**src/rtl/ram_preset_restore.sv**
```systemverilog
module ram_preset_restore #(
  parameter int DEPTH      = 8,
  parameter int WIDTH      = 16,
  parameter bit RESTORE_EN = 1'b1,
  localparam int AW = (DEPTH > 1) ? $clog2(DEPTH) : 1
) (
  input  logic             clk,
  input  logic             rst,
  input  logic             en,
  input  logic             we,
  input  logic [AW-1:0]    addr,
  input  logic [WIDTH-1:0] wdata,
  output logic [WIDTH-1:0] rdata,
  output logic             busy
);
  localparam logic [AW-1:0] LAST = AW'(DEPTH - 1);

  // unchanging preset store: a pattern of eight, computed from the address
  function automatic logic [WIDTH-1:0] preset(int unsigned idx);
    int v;
    case (idx % 8)
      0: v = -2;
      1: v = 8;
      2: v = -4;
      3: v = 10;
      4: v = 14;
      5: v = 10;
      6: v = -4;
      default: v = 8;
    endcase
    return WIDTH'(v);
  endfunction

  logic [WIDTH-1:0] mem [DEPTH];
  logic [WIDTH-1:0] rdata_q = '0;
  logic             busy_q  = 1'b0;
  logic [AW-1:0]    cnt_q   = '0;

  initial begin
    for (int i = 0; i < DEPTH; i++) mem[i] = preset(i);
  end

  always_ff @(posedge clk) begin
    if (rst) begin
      rdata_q <= '0;
      if (RESTORE_EN) begin
        busy_q <= 1'b1;
        cnt_q  <= '0;
      end
    end else if (busy_q) begin
      mem[cnt_q] <= preset(32'(cnt_q));
      cnt_q      <= cnt_q + 1'b1;
      if (cnt_q == LAST) busy_q <= 1'b0;
    end else if (en) begin
      rdata_q <= mem[addr];
      if (we) mem[addr] <= wdata;
    end
  end

  assign rdata = rdata_q;
  assign busy  = busy_q;

  p_busy_ends_at_last_r3: assert property (@(posedge clk) disable iff (rst)
    $fell(busy_q) |-> $past(cnt_q) == LAST);

  p_walk_steps_r4: assert property (@(posedge clk) disable iff (rst)
    (busy_q && $past(busy_q) && !$past(rst)) |-> cnt_q == $past(cnt_q) + 1'b1);

  p_busy_read_hold_r5: assert property (@(posedge clk) disable iff (rst)
    busy_q |=> $stable(rdata_q));

  p_idle_hold_r8: assert property (@(posedge clk) disable iff (rst)
    (!busy_q && !en) |=> $stable(rdata_q));

  p_reset_clears_r2: assert property (@(posedge clk)
    rst |=> rdata_q == '0);

  generate
    if (!RESTORE_EN) begin : g_off
      p_off_never_busy_r7: assert property (@(posedge clk) !busy_q);
    end
  endgenerate
endmodule

```
**config.mk**
```make
export PLATFORM = sky130hd
export DESIGN_NAME = ram_preset_restore
export DESIGN_NICKNAME = d
export VERILOG_FILES = /design/src/rtl/ram_preset_restore.sv
export SDC_FILE = /design/constraint.sdc
export NUM_CORES = 1
export LEC_CHECK = 0
export ABC_AREA = 1
export BUFFER_PORTS_ARGS = -buffer_cell sky130_fd_sc_hd__buf_2
export CORE_MARGIN = 10
export CORE_UTILIZATION = 35
export CTS_CLUSTER_DIAMETER = 40
export DETAILED_ROUTE_END_ITERATION = 10
export SLEW_MARGIN = 20
export SYNTH_ARGS = -nofsm -noshare
export SYNTH_HDL_FRONTEND = slang
export SYNTH_SLANG_ARGS = --single-unit
export TNS_END_PERCENT = 10
```
**constraint.sdc**
```tcl
create_clock -name clk -period 2.1 [get_ports clk]
set_clock_uncertainty 0.2 [all_clocks]
set_input_delay 0.21 -clock clk [delete_from_list [all_inputs] [get_ports clk]]
set_output_delay 0.21 -clock clk [all_outputs]
set_load 0.03 [all_outputs]
```
# Yosys cells after proc, flatten, opt, wreduce, memory -nomap -nowiden
# Memory sizes are Yosys's and may differ from the RTL's. A register that Yosys moved wholly into a read port is not among the register bits.
# Cells that the tools add are included.
# classes
n_addsub	1
n_mul	0
div	0
order_cmp	0
n_eq_ne	6
n_shift	0
mux	16
bitwise	1
reduce_logical	5
# ops
cell	count
16-bit case mux with 4 select lines	1
16-bit two-way mux	3
32-bit logical NOT	1
16-bit OR reduction	1
3-bit == test (second input constant)	4
1-bit two-way mux	11
3-bit by 2-bit == test with 1-bit output (second input constant)	2
2-bit OR reduction	2
3-bit by 1-bit adder with 3-bit output (second input constant)	1
3-bit two-way mux	1
2-bit AND reduction	1
1-bit inverter	1
# word_totals
regBits	4
latchBits	0
ram_bits	128
rom_bits	0
inputBits	23
out_inout_bits	17
memories	1
# mem_list
memory	words	width	read_ports	rd_clocked_by_memory_dff	wr	line_no	source
mem	8	16	1	1	1	34	logic [WIDTH-1:0] mem [DEPTH];

# Logic depth before layout (Yosys ltp)
# logic_depth
ltp_word	7
depth_mapped	8
mapped_depth_nobuf	8

# Worst setup path after synthesis
# No wires, ideal clock.
# synth_path
kind	register to register
start	reg busy_q, in the netlist busy
end	mem mem[1][0] (enable)
setup_time_ps	388
arrival_ps	1858
slack_ps	-347
stages_incl_launch_ff	5
n_path_buf	0
synth_period_minus_slack_ps	2447
cell_sequence	dfxtp_1 inv_1 o21ai_0 nand3_1 nor2_1
# synth_via
elab_chain_len	5
word_cells_on_any_way	9
classes_between	mux (8); reduce/logical (1)
# synth_rtl
element	line_no	source
start: declaration	36	logic busy_q = 1'b0;
start signal: assignment	47	busy_q <= 1'b1;
start signal: assignment	53	if (cnt_q == LAST) busy_q <= 1'b0;
1-bit two-way mux	50	end else if (busy_q) begin
1-bit two-way mux	44	if (rst) begin
1-bit two-way mux (not written as such)	56	if (we) mem[addr] <= wdata;
16-bit OR reduction (no line)	--	
3-bit two-way mux (no line) / 1-bit two-way mux (equally long branches)	--	
end: declaration	34	
# Several ways; a longest one is shown, not always the timed one.

# Final worst setup path
# layout_path
start	reg cnt_q[0]
end	mem mem[2][4] (data pin)
# layout_via
elab_chain_len	6
word_cells_on_any_way	12
classes_between	eq/ne (5); mux (4); reduce/logical (3)
# layout_rtl
element	line_no	source
start: declaration	37	logic [AW-1:0] cnt_q = '0;
start signal: assignment	52	cnt_q <= cnt_q + 1'b1;
3-bit == test / 3-bit by 2-bit == test with 1-bit output (equally long branches)	21	case (idx % 8)
2-bit OR reduction (no line)	--	
16-bit case mux with 4 select lines (*)	21	
16-bit two-way mux (*)	50	
16-bit two-way mux (*)	44	
16-bit two-way mux (no line) (*)	--	
# Mark *: on every way between the ends. The rest lies on a longest branch, timed or not. The select of a mux whose other input is x is not followed.

==> run_results.csv <==
group,metric,value,unit
detailed_routing,wl_per_cell,16.4,um
placed_design,dp_slack,0.186,ns
timing,finalSetupViolations,0,
yosys,synth_cells,665,
floorplanning,fp.dieH,157,um
timing,tightestPinTransition,0.752,ns
pwr,powerDensity,921,mW/mm^2
clock_network,post_cts_buffers,0,
pwr,p_leak,3.46,nW
yosys,ys.warnings.count,0,
detailed_routing,drt_iter0_drc,327,
setup_path,ff2ff_setup_slack,0.18,ns
detailed_routing,vias_per_cell,4.67,
clock_network,clk-insertion-delay-late,0.42,ns
placed_design,port_buffers,39,
setup_path,required,2.01,ns
clock_network,clk_path_buf_depth,2,
final_layout,area_growth,20.1,%
yosys,syn-num-nets,693,
global_route,antenna_found_initial,0,
placed_design,dpl.hpwl,10600,um
timing,slew-limit-headroom,49.6,%
final_layout,antenna_cells,0,
final_layout,layout_commonest_cell,"nand2_1",
setup_path,worstSetupStartpoint,"cnt_q[0]",
timing,fin_crit_sh,91.6,%
setup_path,r2r_end,"mem[2][4]",
detailed_routing,drt-total-wl,15900,um
floorplanning,die-area,0.0246,mm^2
final_layout,nets,752,
setup_path,critPathKind,"register to register",
clock_network,cts_buffers,17,
yosys,seq_area_frac_synth,64.9,%
floorplanning,initial_utilization,36.0,%
global_route,grt_overflow,0,
detailed_routing,drt_drc_violations_left,0,
timing,final.setup.tns,0,ns
timing,max_freq,520,MHz
yosys,synth_top_area_share,58.8,%
yosys,yosys.area.top_type,"edfxtp_1",
clock_network,cts_resized,0,
final_layout,drive_gt1_share,24.2,%
clock_network,clk_pin_slew,0.06,ns
yosys,synth_area_leaders,"edfxtp_1 59%, nand2_1 9.9%, nand3_1 7.4%",
floorplanning,die_x,157,um
floorplanning,pin_count,40,
yosys,netlist_area,0.00654,mm^2
run,cap_violations,0,
floorplanning,core_area,0.0181,mm^2
floorplanning,fp-row-count,49,
setup_path,ff2ff_path_depth,6,
yosys,synth_cell_types,24,
detailed_routing,ant_nets,0,
timing,final.min_clock_period,1.92,ns
clock_network,htree_levels,4,
setup_path,endpoint,"mem[2][4]",
timing,rsz0062_at_grt,"false",
setup_path,cp.arrival,1.83,ns
yosys,syn_area_per_cell,9.83,um^2
timing,drv_slew,0,
min_path,hold_class,"primary input to register",
global_route,grt_start_max_net_pins,48,
clock_network,cts_tree,"done",
status,status,"finished clean",
setup_path,start_kind,"register",
clock_network,ctsRootBufferMaster,"clkbuf_16",
yosys,ys_seq_elements,148,
final_layout,layout_common_cells,"173 x nand2_1, 128 x edfxtp_1, 96 x nand3_1, 89 x inv_1, 49 x inv_2",
pwr,ir_drop,0.000449,V
setup_path,rr_startpoint,"cnt_q[0]",
detailed_routing,vias,4508,
global_route,grt_pass1_vias,4286,
timing,hold_violations,0,
placed_design,gp_congestion,0.797,
clock_network,cts_hold_buf,1,
detailed_routing,drtPass1Iterations,5,
setup_path,endpoint_kind,"register",
global_route,grt_use_total,13.5,%
global_route,grt_pass1_wl,24700,um
clock_network,cts.sinks,148,
setup_path,crit_fanout,11,
timing,timing.final.ws_setup,0.177,ns
==> state kept, by name, summed over array words and instances, names as in the netlist <==
name,cells
rdata,16
cnt_q,3
mem,128
busy,1
==> logic make-up (layout without fill, tap and decap cells) <==
kind of cell	count (synthesis)	in the layout	synth area share (%)
buffers and inverters	171	243	10.7
and+or+nand+nor	293	293	19.4
adders and majority gates	5	5	0.957
DFF	148	148	64.9
AOI/OAI and AO/OA	48	48	4.08
==> where the power goes <==
part | total (mW) | internal, mW | switching (mW)
Sequential | 3.42 | 3.39 | 0.0288
Combinational | 0.652 | 0.194 | 0.457
Clock | 3.17 | 1.99 | 1.18
==> layer usage <==
metal | vias to the layer above | track usage (%) | share of wire (%)
li1 | 2241 | - | -
met1 | 2113 | 17.2 | 44
met2 | 135 | 21.6 | 48
met3 | 19 | 3.43 | 6.2
met4 | 0 | 5.21 | 2.0
met5 | - | 0 | 0
==> critical path, stage by stage, from the launching register on <==
cell	delay, ns
dfxtp_1	0.36
inv_1	0.10
ha_1	0.23
o21ai_2	0.16
o21bai_2	0.17
buf_12	0.18
nand2_1	0.19
==> metrics by stage <==
stage / hold slack, ns / power [mW] / utilization [%] / cell area (um^2) / std cells
after floorplan: 0.274 / 3.87 / - / 6590 / 665
after global placement: 0.315 / 4.13 / 39.9 / 7230 / 933
after detailed placement: 0.318 / 4.14 / 39.9 / 7230 / 933
after CTS: 0.00367 / 7.29 / 43.3 / 7860 / 966
after global routing: 0.0201 / 7.49 / 43.3 / 7860 / 966
final: 0.000119 / 7.24 / 43.3 / 7860 / 966
==> worst min path at each step <==
stage / end / cells past startpoint / startpoint / slack [ns]
detailed placement: rdata[6] / 2 / rdata[6] / 0.32
finish: mem[7][11] / 3 / wdata[11] / 0.0001
global placement: rdata[12] / 2 / rdata[12] / 0.31
floorplan: mem[0][10] / 2 / wdata[10] / 0.27
CTS: mem[7][11] / 3 / wdata[11] / 0.004
global route: mem[7][11] / 3 / wdata[11] / 0.02
==> area by class of cell <==
| type | instances | area (um^2) |
|---|---|---|
| Fill cell | 1712 | 10300 |
| Sequential cell | 148 | 4250 |
| Multi-Input combinational cell | 346 | 1640 |
| Timing Repair Buffer | 72 | 546 |
| Inverter | 139 | 523 |
| Clock buffer | 19 | 433 |
| Tap cell | 229 | 287 |
| Clock inverter | 13 | 180 |
==> cells in the mapped netlist <==
| cell | count |
|---|---|
| nand2_1 | 173 |
| edfxtp_1 | 128 |
| nand3_1 | 97 |
| inv_1 | 89 |
| inv_2 | 49 |
| a21oi_1 | 20 |
| dfxtp_1 | 20 |
| buf_2 | 19 |
| o21ai_0 | 17 |
| nand2_2 | 10 |
| nor2_1 | 10 |
| clkbuf_1 | 6 |
| ha_1 | 5 |
| o21ai_2 | 5 |
| buf_4 | 4 |
| o21ai_1 | 4 |
| buf_6 | 2 |
| a31oi_1 | 1 |
| buf_1 | 1 |
| clkinv_2 | 1 |
| nand3_4 | 1 |
| nor2_4 | 1 |
| o21bai_2 | 1 |
| or2_1 | 1 |
Power figures use the tool's default switching activity.
